File: src/rtl/sec_key_pkg.sv
package sec_key_pkg;

    typedef logic [1:0] sec_field_t;

    localparam sec_field_t SEC_OPEN = 2'b10;

    typedef struct packed {
        logic exit;
        logic pass;
    } verdict_t;

    function automatic logic is_open(sec_field_t s);
        return s == SEC_OPEN;
    endfunction

endpackage

File: src/rtl/sec_key_capture.sv
module sec_key_capture #(
    parameter int KEY_W    = 16,
    parameter int NUM_KEYS = 4,
    parameter int ADDR_W   = 16,
    parameter logic [ADDR_W-1:0] KEY_BASE = 16'hFF00
) (
    input  logic                      clk,
    input  logic                      rst,
    input  logic                      acc_i,
    input  logic                      clr_i,
    input  logic                      wr_en_i,
    input  logic [ADDR_W-1:0]         wr_addr_i,
    input  logic [KEY_W-1:0]          wr_data_i,
    output logic [NUM_KEYS*KEY_W-1:0] keys_o,
    output logic [NUM_KEYS-1:0]       seen_o
);
    localparam int IDX_W = (NUM_KEYS > 1) ? $clog2(NUM_KEYS) : 1;
    localparam int WIN_LO = IDX_W + 1;

    logic             hit;
    logic [IDX_W-1:0] idx;

    assign idx = wr_addr_i[IDX_W:1];
    assign hit = acc_i && wr_en_i && !wr_addr_i[0]
              && (wr_addr_i[ADDR_W-1:WIN_LO] == KEY_BASE[ADDR_W-1:WIN_LO]);

    for (genvar k = 0; k < NUM_KEYS; k++) begin : g_slot
        always_ff @(posedge clk) begin
            if (rst || clr_i) begin
                keys_o[k*KEY_W +: KEY_W] <= '0;
                seen_o[k]                <= 1'b0;
            end else if (hit && idx == IDX_W'(k)) begin
                keys_o[k*KEY_W +: KEY_W] <= wr_data_i;
                seen_o[k]                <= 1'b1;
            end
        end
    end

    AST_CLEARED_AFTER_COMPARE: assert property (@(posedge clk) disable iff (rst)
        clr_i |=> (seen_o == '0));

    AST_NO_CAPTURE_IDLE: assert property (@(posedge clk) disable iff (rst)
        (!acc_i && !clr_i) |=> $stable(seen_o));

endmodule

File: src/rtl/sec_key_compare.sv
module sec_key_compare #(
    parameter int KEY_W    = 16,
    parameter int NUM_KEYS = 4
) (
    input  logic                      key_en_i,
    input  logic [NUM_KEYS*KEY_W-1:0] keys_i,
    input  logic [NUM_KEYS*KEY_W-1:0] stored_i,
    input  logic [NUM_KEYS-1:0]       seen_i,
    output logic                      pass_o
);
    logic [NUM_KEYS-1:0] match;

    for (genvar k = 0; k < NUM_KEYS; k++) begin : g_cmp
        assign match[k] = seen_i[k]
                       && (keys_i[k*KEY_W +: KEY_W] == stored_i[k*KEY_W +: KEY_W]);
    end

    assign pass_o = key_en_i && (&match);

endmodule

File: src/rtl/sec_state_ctrl.sv
module sec_state_ctrl
    import sec_key_pkg::*;
(
    input  logic       clk,
    input  logic       rst,
    input  sec_field_t sec_rst_i,
    input  verdict_t   verdict_i,
    output sec_field_t sec_o,
    output logic       viol_o
);
    always_ff @(posedge clk) begin
        if (rst) begin
            sec_o  <= sec_rst_i;
            viol_o <= 1'b0;
        end else begin
            viol_o <= verdict_i.exit && !verdict_i.pass;
            if (verdict_i.exit && verdict_i.pass)
                sec_o <= SEC_OPEN;
        end
    end

    AST_VIOL_SINGLE: assert property (@(posedge clk) disable iff (rst)
        viol_o |=> !viol_o);

    AST_OPEN_STICKY: assert property (@(posedge clk) disable iff (rst)
        is_open(sec_o) |=> is_open(sec_o));

    AST_FAIL_KEEPS_STATE: assert property (@(posedge clk) disable iff (rst)
        (verdict_i.exit && !verdict_i.pass) |=> $stable(sec_o));

endmodule

File: src/rtl/sec_backdoor_unlock.sv
module sec_backdoor_unlock
    import sec_key_pkg::*;
#(
    parameter int KEY_W    = 16,
    parameter int NUM_KEYS = 4,
    parameter int ADDR_W   = 16,
    parameter logic [ADDR_W-1:0] KEY_BASE = 16'hFF00
) (
    input  logic                      clk,
    input  logic                      rst,
    input  logic                      key_en_i,
    input  logic [1:0]                sec_reset_i,
    input  logic                      key_acc_i,
    input  logic                      wr_en_i,
    input  logic [ADDR_W-1:0]         wr_addr_i,
    input  logic [KEY_W-1:0]          wr_data_i,
    input  logic [NUM_KEYS*KEY_W-1:0] stored_keys_i,
    output logic [1:0]                sec_state_o,
    output logic                      violation_o
);
    logic                      acc_q;
    logic                      exit_now;
    logic                      pass;
    logic [NUM_KEYS*KEY_W-1:0] cap_keys;
    logic [NUM_KEYS-1:0]       cap_seen;
    verdict_t                  verdict;

    always_ff @(posedge clk) begin
        if (rst) acc_q <= 1'b0;
        else     acc_q <= key_acc_i;
    end

    assign exit_now     = acc_q && !key_acc_i;
    assign verdict.exit = exit_now;
    assign verdict.pass = pass;

    sec_key_capture #(
        .KEY_W(KEY_W), .NUM_KEYS(NUM_KEYS), .ADDR_W(ADDR_W), .KEY_BASE(KEY_BASE)
    ) u_capture (
        .clk(clk), .rst(rst), .acc_i(key_acc_i), .clr_i(exit_now),
        .wr_en_i(wr_en_i), .wr_addr_i(wr_addr_i), .wr_data_i(wr_data_i),
        .keys_o(cap_keys), .seen_o(cap_seen)
    );

    sec_key_compare #(
        .KEY_W(KEY_W), .NUM_KEYS(NUM_KEYS)
    ) u_compare (
        .key_en_i(key_en_i), .keys_i(cap_keys), .stored_i(stored_keys_i),
        .seen_i(cap_seen), .pass_o(pass)
    );

    sec_state_ctrl u_state (
        .clk(clk), .rst(rst), .sec_rst_i(sec_reset_i), .verdict_i(verdict),
        .sec_o(sec_state_o), .viol_o(violation_o)
    );

    AST_NO_OPEN_DISABLED: assert property (@(posedge clk) disable iff (rst)
        (exit_now && !key_en_i && !is_open(sec_state_o)) |=> !is_open(sec_state_o));

    AST_VIOL_ON_EXIT: assert property (@(posedge clk) disable iff (rst)
        violation_o |-> $past(exit_now));

    AST_MISSING_FAILS: assert property (@(posedge clk) disable iff (rst)
        (exit_now && !(&cap_seen)) |=> violation_o);

endmodule

File: config.mk
export PLATFORM = sky130hd
export DESIGN_NAME = sec_backdoor_unlock
export DESIGN_NICKNAME = d
export VERILOG_FILES = /design/src/rtl/sec_key_pkg.sv /design/src/rtl/sec_key_capture.sv /design/src/rtl/sec_key_compare.sv /design/src/rtl/sec_state_ctrl.sv /design/src/rtl/sec_backdoor_unlock.sv
export SDC_FILE = /design/constraint.sdc
export NUM_CORES = 1
export LEC_CHECK = 0
export BUFFER_PORTS_ARGS = -buffer_cell sky130_fd_sc_hd__clkbuf_2
export CAP_MARGIN = 20
export CORE_ASPECT_RATIO = 1.75
export CORE_MARGIN = 1.5
export CORE_UTILIZATION = 50
export DETAILED_ROUTE_END_ITERATION = 6
export MAX_ROUTING_LAYER = met4
export PLACE_DENSITY = 0.87
export SETUP_SLACK_MARGIN = 0.5
export SLEW_MARGIN = 20
export SYNTH_ARGS = -nofsm -noshare
export SYNTH_HDL_FRONTEND = slang
export SYNTH_SLANG_ARGS = --single-unit
File: constraint.sdc
create_clock -name clk -period 2.1 [get_ports clk]
set_clock_uncertainty 0.1 [all_clocks]
set_input_delay 0.315 -clock clk [delete_from_list [all_inputs] [get_ports clk]]
set_output_delay 0.315 -clock clk [all_outputs]
set_load 0.05 [all_outputs]
# Yosys cells after proc, flatten, opt, wreduce, memory -nomap -nowiden
# Cells that the tools add are included.
# W data, S select, Z words.
# classes
eq_ne	8
muxes	2
reduce_logical	22
# op_table
op	n
$eq A16 B16 Y1	4
$logic_and A1 B1 Y1	15
$eq A13 B13 Y1 const B	1
$eq A2 B2 Y1 const B	2
$mux W2	2
$reduce_and A4 Y1	1
$logic_not A1 Y1	3
$eq A2 B1 Y1 const B	1
$logic_not A2 Y1	1
$reduce_bool A2 Y1	1
$logic_or A1 B1 Y1	1
# totals
regBits	72
in_bits	103

# Longest topological paths before layout
# Gate-level depths: netlist (run 1).
# logic_depth
ltp_word	7
ltp_mapped	8
mapped_depth_nobuf	5

# By module
# A second synthesis (run 1) with hierarchy kept.
# unflattened
hier_cells	360
area_unflattened_um2	3434.5
# by_module_without_submodules
mod	n_inst	cells_per_inst	area_each_um2
sec_key_capture	1	246	2531.2
sec_key_compare	1	104	754.5
sec_state_ctrl	1	7	113.9
sec_backdoor_unlock	1	3	35.0

# Worst setup path before layout (run 1)
# OpenSTA, ideal clock, no wires.
# synth_path
path_kind	input port to flip-flop
startpoint	input wr_addr_i[4]
endpoint	register u_capture.keys_o[39]
setup_time_ns	0.128
t_arrival_ns	1.699
t_required_ns	1.872
slack_ns	0.173
stages	8
path_buffers	3
cell_sequence	nor4b_2 nand4_1 buf_2 or3b_1 buf_6 buf_6 mux2i_1 nor2_1
# synth_via
elab_chain_len	3
# synth_rtl
element	line_no	rtl
start, declared	sec_backdoor_unlock.sv:15	input logic [ADDR_W-1:0] wr_addr_i,
$eq A13 B13 Y1	sec_key_capture.sv:25	&& (wr_addr_i[ADDR_W-1:WIN_LO] == KEY_BASE[ADDR_W-1:WIN_LO]);
$logic_and A1 B1 Y1	sec_key_capture.sv:25	
$logic_and A1 B1 Y1	sec_key_capture.sv:32	end else if (hit && idx == IDX_W'(k)) begin
end signal, assigned by index	sec_key_capture.sv:33	keys_o[k*KEY_W +: KEY_W] <= wr_data_i;
end, declared	sec_key_capture.sv:14	output logic [NUM_KEYS*KEY_W-1:0] keys_o,
# No other way between the ends.
# A chain may end at the register's enable or synchronous reset.

# Worst setup path after layout (run 1)
# layout_path
startpoint	register u_capture.keys_o[13]
endpoint	register u_state.sec_o[1] (enable)
# layout_via
elab_chain_len	6
# layout_rtl
element	line_no	rtl
$eq A16 B16 Y1	sec_key_compare.sv:15	&& (keys_i[k*KEY_W +: KEY_W] == stored_i[k*KEY_W +: KEY_W]);
$logic_and A1 B1 Y1	sec_key_compare.sv:15	
$reduce_and A4 Y1	sec_key_compare.sv:18	assign pass_o = key_en_i && (&match);
$logic_and A1 B1 Y1	sec_key_compare.sv:18	
$logic_and A1 B1 Y1	sec_state_ctrl.sv:17	if (verdict_i.exit && verdict_i.pass)
$reduce_bool A2 Y1 (no source line)	-	
end signal, assigned	sec_state_ctrl.sv:13	sec_o <= sec_rst_i;
end, declared	sec_state_ctrl.sv:8	output sec_field_t sec_o,
# No other way between the ends.

==> results of run 1 <==
-- cell usage after synthesis --
library cell | count | area share (%)
dfxtp_1 | 70 | 41
nand2_1 | 49 | 5.4
nor2_1 | 39 | 4.3
a21oi_1 | 34 | 5.0
mux2i_1 | 32 | 9.5
xor2_1 | 29 | 7.5
xnor2_1 | 18 | 4.7
o21ai_0 | 16 | 2.4
nor2b_1 | 14 | 2.6
clkbuf_1 | 12 | 1.3
inv_1 | 12 | 1.3
nor4_1 | 10 | 1.9
nand4_1 | 8 | 1.5
nand2b_1 | 6 | 1.1
a2111oi_0 | 4 | 1.0
nand3_1 | 4 | 0.59
buf_2 | 3 | 0.44
buf_4 | 2 | 0.44
buf_6 | 2 | 0.67
edfxtp_1 | 2 | 1.8
o22ai_1 | 2 | 0.37
or4_1 | 2 | 0.44
a21o_1 | 1 | 0.22
a221oi_1 | 1 | 0.26
a222oi_1 | 1 | 0.30
and2_1 | 1 | 0.19
and4_1 | 1 | 0.26
and4b_1 | 1 | 0.30
nor3_2 | 1 | 0.30
nor3b_1 | 1 | 0.22
nor4b_2 | 1 | 0.44
nor4bb_1 | 1 | 0.30
o2111ai_1 | 1 | 0.26
o221a_2 | 1 | 0.33
o221ai_1 | 1 | 0.26
or2_2 | 1 | 0.19
or3_1 | 1 | 0.19
or3b_1 | 1 | 0.26
-- kinds of logic after synthesis --
logic type,count (synthesis)
mux,32
compound gates,62
simple gates,142
buf+inv,31
flops,72
xor+xnor,47
-- layout make-up --
| cell class | instances | area, um2 | share of cell area (%) |
|---|---|---|---|
| clock buffer | 13 | 260 | 5.19 |
| clock inverter | 1 | 5.00 | 0.0998 |
| inverter | 12 | 45.0 | 0.898 |
| multi-input combinational | 283 | 2210 | 44.1 |
| sequential | 72 | 1470 | 29.3 |
| tap | 82 | 103 | 2.05 |
| timing repair buffer | 136 | 920 | 18.3 |
-- per-stage QoR --
stage          setup slack (ns)  cell area (um2)  power, mW  utilization [%]
6_report                  0.117             5010       3.07             76.7
5_1_grt                 -0.0977             5010       3.13             76.7
4_1_cts                   0.175             4590       3.02             70.1
3_5_place_dp             0.0152             4060       1.67             62.1
3_3_place_gp             0.0227             4060       1.67             62.1
2_1_floorplan             0.176             3430       1.51                -
-- how the worst max path moves through the flow --
stage | from | endpoint | slack, ns | cells past startpoint
2_1_floorplan | wr_addr_i[0] | u_capture.keys_o[39]$_SDFFE_PP0P_ | 0.18 | 8
3_5_place_dp | stored_keys_i[61] | u_state.sec_o[0]$_SDFFCE_PN0P_ | 0.02 | 6
4_1_cts | u_capture.keys_o[26]$_SDFFE_PP0P_ | u_state.sec_o[0]$_SDFFCE_PN0P_ | 0.18 | 5
5_1_grt | u_capture.keys_o[62]$_SDFFE_PP0P_ | u_state.sec_o[1]$_SDFFCE_PN1P_ | -0.1 | 5
6_report | u_capture.keys_o[13]$_SDFFE_PP0P_ | u_state.sec_o[1]$_SDFFCE_PN1P_ | 0.12 | 5
3_3_place_gp | stored_keys_i[26] | u_state.sec_o[0]$_SDFFCE_PN0P_ | 0.02 | 6
-- metal layers --
layer	up-vias	global-route usage, %
met1	1679	31.6
met5	-	-
li1	1569	-
met3	103	5.76
met2	263	54.2
met4	0	20.3
-- where the power goes --
part / internal [mW] / total, mW / switching (mW)
Sequential: 1.38 / 1.38 / 0.00113
Clock: 0.849 / 1.39 / 0.539
Combinational: 0.127 / 0.302 / 0.175
-- registers in the layout, indices dropped and copies added (netlist names) --
name              count
acc_q                 1
u_capture.keys_o     64
u_state.sec_o         2
u_capture.seen_o      4
u_state.viol_o        1
-- repair_timing --
item / CTS / global route
gates cloned: 2 / 2
buffers inserted: 7 / 5
gates resized for setup: 54 / 100
pin swaps: 21 / 41
setup endpoints to repair: 44 / 71
==> impl_metrics.env, run 1 <==
export IMPL_outcome="complete, no violations"
export IMPL_maxCapViolations=0
export IMPL_clkSinkCount=72
export IMPL_viasPerCell=6.03
export IMPL_min_to="acc_q$_SDFF_PP0_"
export IMPL_syn_avg_cell_area_um2=8.76
export IMPL_wl_met3_um=975
export IMPL_grt_overflow_total=0
export IMPL_holdWs_ns=0.118
export IMPL_ctsHtreeMaxLevel=3
export IMPL_fin_crit_sh_pct=94.4
export IMPL_arrival_ns=1.93
export IMPL_crit_family="simple AND/OR/NAND/NOR gates"
export IMPL_max_stage_delay_ns=0.36
export IMPL_gp_congestion=0.884
export IMPL_die_width_um=65.2
export IMPL_final_hold_viol_count=0
export IMPL_final_cells=599
export IMPL_drc=0
export IMPL_start_util_pct=51.7
export IMPL_finalMaxSlewViolations=0
export IMPL_ys_seq_area_share_pct=43.2
export IMPL_nFillCells=409
export IMPL_dp_hpwl_mm=7.33
export IMPL_clockRootBuffer="clkbuf_16"
export IMPL_worst_r2r_endpoint="u_state.sec_o[1]$_SDFFCE_PN1P_"
export IMPL_wl_per_cell_um=21.6
export IMPL_routed_wl_mm=13.0
export IMPL_hold_buffers=0
export IMPL_syn_instance_count=386
export IMPL_dr_pass1_iters=5
export IMPL_die_h_um=112
export IMPL_hold_depth=2
export IMPL_layout_cells_most_common="clkbuf_2"
export IMPL_cts_tree="done"
export IMPL_syn_nets=489
export IMPL_cts_buffers=9
export IMPL_track_usage_pct=31.5
export IMPL_synth_top_family_by_area="simple AND/OR/NAND/NOR gates"
export IMPL_wl_met2_mm=6.35
export IMPL_crit_required_ns=2.05
export IMPL_hold_class="input port to flip-flop"
export IMPL_drtAntennaViolNets=0
export IMPL_drive_gt1_share_pct=45.8
export IMPL_relSlewSlack_pct=68.7
export IMPL_netlist_area_um2=3380
export IMPL_fp_row_count=39
export IMPL_num_vias=3614
export IMPL_grt_pass1_vias=3423
export IMPL_vdd_drop_max_uv=682
export IMPL_finalSetupTns_ns=0
export IMPL_hp_start="rst"
export IMPL_drt_iter0_markers=282
export IMPL_synth_simple_area_share_pct=20.5
export IMPL_synth_fa_ha_area_share_pct=0
export IMPL_clk_latency_ns=0.33
export IMPL_fin_nets=617
export IMPL_dp_cells=569
export IMPL_start_kind="flip-flop"
export IMPL_ioPinCount=106
export IMPL_core_area_um2=6540
export IMPL_grt_antenna_before_repair=0
export IMPL_synth_xor_area_share_pct=12.2
export IMPL_routed_top_layer="met4"
export IMPL_dieArea_um2=7280
export IMPL_worst_path_max_fanout=2
export IMPL_wirelength_met1_mm=4.41
export IMPL_ys_warn_count=0
export IMPL_grt_pass1_wl_mm=16.7
export IMPL_endpoint_kind="flip-flop"
export IMPL_rr_worst_depth=5
export IMPL_crit_buf_inv=0
export IMPL_regToRegSetupSlack_ns=0.12
export IMPL_synth_compound_area_share_pct=10.4
export IMPL_tightest_slew_ns=0.468
export IMPL_area_growth_pct=48.3
export IMPL_clk_pin_slew_ns=0.06
export IMPL_power_leakage_nw=2.14
export IMPL_antenna_cells=0
export IMPL_portBuffers=105
export IMPL_period_needed_ns=1.98
export IMPL_ys_ff_latch=72
export IMPL_crit_type="flip-flop to flip-flop"
export IMPL_clock_fmax_ghz=0.504
export IMPL_regToRegStartpoint="u_capture.keys_o[13]$_SDFFE_PP0P_"
export IMPL_crit_chain="xor2_1 -> nor4_2 -> nand4_1 -> nor4_4 -> a21o_1"
export IMPL_yosysUniqueCellTypes=38
export IMPL_rsz0062_at_grt="true"
export IMPL_muxShareOfSynthArea_pct=9.47
export IMPL_cts_path_max_buffers=2
export IMPL_grt_max_degree=69
export IMPL_powerDensity_nw_per_um2=612
export IMPL_layout_common_cells="clkbuf_2 (104), dfxtp_1 (65), nor2_1 (36)"
export IMPL_cp_slowest_cell="dfxtp_1"
export IMPL_setup_viol=0
No activity file was read; power rests on OpenSTA's default activity.
==> run 2, diff against run 1 <==
==> constraint.sdc (replaced) <==
create_clock -name clk -period 2.1 [get_ports clk]
set_clock_uncertainty 0.1 [all_clocks]
set_input_delay 0 -clock clk [delete_from_list [all_inputs] [get_ports clk]]
set_output_delay 0 -clock clk [all_outputs]
set_load 0.05 [all_outputs]
==> impl_metrics.env, run 2 (synthesis results as in run 1) <==
export IMPL_outcome="complete, no violations"
export IMPL_final_cell_area_um2=4770
export IMPL_start_kind="flip-flop"
export IMPL_start_util_pct=51.7
export IMPL_drc=0
export IMPL_clkSinkCount=72
export IMPL_tightest_slew_ns=0.611
export IMPL_crit_required_ns=2.05
export IMPL_grt_pass1_wl_mm=17.9
export IMPL_rr_worst_depth=5
export IMPL_vdd_drop_max_uv=581
export IMPL_regToRegStartpoint="u_capture.keys_o[58]$_SDFFE_PP0P_"
export IMPL_powerDensity_nw_per_um2=710
export IMPL_drtAntennaViolNets=0
export IMPL_post_dp_cell_area_um2=4060
export IMPL_finalMaxSlewViolations=0
export IMPL_num_vias=3582
export IMPL_cts_tree="done"
export IMPL_rsz0062_at_grt="true"
export IMPL_top_register="u_capture.keys_o"
export IMPL_fin_nets=618
export IMPL_hold_class="input port to flip-flop"
export IMPL_worst_r2r_endpoint="u_state.sec_o[0]$_SDFFCE_PN0P_"
export IMPL_worst_path_max_fanout=2
export IMPL_ioPinCount=106
export IMPL_regToRegSetupSlack_ns=0.10
export IMPL_grt_overflow_total=0
export IMPL_area_growth_pct=41.0
export IMPL_period_needed_ns=2.00
export IMPL_track_usage_pct=33.7
export IMPL_fp_row_count=39
export IMPL_dp_cells=564
export IMPL_die_width_um=65.2
export IMPL_grt_pass1_vias=3660
export IMPL_relSlewSlack_pct=59.2
export IMPL_clockRootBuffer="clkbuf_16"
export IMPL_viasPerCell=5.95
export IMPL_dr_pass1_iters=6
export IMPL_drt_iter0_markers=308
export IMPL_cp_startpoint="u_capture.keys_o[58]$_SDFFE_PP0P_"
export IMPL_top_regs="u_capture.keys_o (64), u_capture.seen_o (4), u_state.sec_o (2)"
export IMPL_wl_per_cell_um=19.6
export IMPL_dp_hpwl_mm=7.65
export IMPL_clk_pin_slew_ns=0.06
export IMPL_antenna_cells=0
export IMPL_hold_depth=5
export IMPL_cts_path_max_buffers=2
export IMPL_report_power_total_mw=3.38
export IMPL_fin_crit_sh_pct=95.1
export IMPL_cts_buffers=9
export IMPL_drive_gt1_share_pct=31.3
export IMPL_power_leakage_nw=2.05
export IMPL_largest_reg_flops=64
export IMPL_hp_start="stored_keys_i[23]"
export IMPL_dieArea_um2=7280
export IMPL_ctsHtreeMaxLevel=3
export IMPL_setup_viol=0
export IMPL_final_hold_viol_count=0
export IMPL_layout_common_cells="clkbuf_2 (105), dfxtp_1 (62), nand2_1 (49)"
export IMPL_endpoint_kind="flip-flop"
export IMPL_crit_type="flip-flop to flip-flop"
export IMPL_clock_fmax_ghz=0.501
export IMPL_final_cells=602
export IMPL_final_util_pct=72.9
export IMPL_routed_wl_mm=11.8
export IMPL_clk_latency_ns=0.33
export IMPL_maxCapViolations=0
export IMPL_layout_cells_most_common="clkbuf_2"
export IMPL_finalSetupTns_ns=0
export IMPL_die_h_um=112
export IMPL_portBuffers=105
export IMPL_core_area_um2=6540
export IMPL_grt_antenna_before_repair=0
export IMPL_grt_max_degree=28
export IMPL_arrival_ns=1.94
export IMPL_min_to="u_state.viol_o$_SDFF_PP0_"
export IMPL_gp_congestion=0.919
-- run 2: cell types whose count changed in the layout (fill, tap and decap cells not counted), moves of 6 or more --
| cell | delta |
|---|---|
| nand2_4 | -17 |
| nand2_2 | -12 |
| o21ai_0 | +11 |
| buf_6 | -15 |
| a21oi_1 | +19 |
| o21ai_2 | -6 |
| a21oi_2 | -19 |
| dlygate4sd3_1 | +21 |
| nand2_1 | +29 |
-- run 2: power by group --
part | leakage [nW] | internal (mW) | total [mW] | switching [mW]
logic | 1.30 | 0.157 | 0.337 | 0.179
registers | 0.588 | 1.38 | 1.38 | 0.00153
clock network | 0.160 | 1.10 | 1.67 | 0.566
-- run 2: per-layer routing --
metal	GRT usage, %	share of wire [%]
met4	25.4	8.3
met5	-	0
met3	8.38	8.1
met1	33.9	33
met2	54.7	50
-- run 2: critical path: stages, from the launching register on --
cell and delay [ns]:
dfxtp_2 0.33, xnor2_1 0.20, nand4_1 0.16, or4_4 0.58
nor4_2 0.14, a21o_1 0.19
-- run 2: worst max path at each step --
stage,cells after the start,end,slack (ns)
after floorplan,5,u_state.sec_o[0]$_SDFFCE_PN0P_,0.34
after global placement,5,u_state.sec_o[0]$_SDFFCE_PN0P_,0.1
after detailed placement,5,u_state.sec_o[0]$_SDFFCE_PN0P_,0.04
after CTS,5,u_state.sec_o[0]$_SDFFCE_PN0P_,0.17
after global routing,5,u_state.sec_o[0]$_SDFFCE_PN0P_,0.06
final,5,u_state.sec_o[0]$_SDFFCE_PN0P_,0.10
-- run 2: timing repair --
action | 4_1_cts | 5_1_grt
hold buffers | 21 | 0
endpoints found under the setup margin | 3 | 49
gates resized for setup | 13 | 19
hold endpoints to repair | 70 | 0
setup buffers | 1 | 0
pin swaps | 1 | 3
-- run 2: cell type report --
cell class              instances  area (um2)
fillers                       428        1770
multi-input cells             283        1950
well taps                      82         103
clock inverters                 3        65.1
inverters                      12        45.0
repair buffers                137         868
clock buffers                  13         260
flip-flops and latches         72        1470
-- run 2: per-stage QoR --
stage	hold slack [ns]	setup WS, ns
5_1_grt	0.0880	0.0637
3_3_place_gp	0.146	0.0981
3_5_place_dp	0.152	0.0400
2_1_floorplan	-0.0284	0.340
6_report	0.0744	0.104
4_1_cts	0.0470	0.170
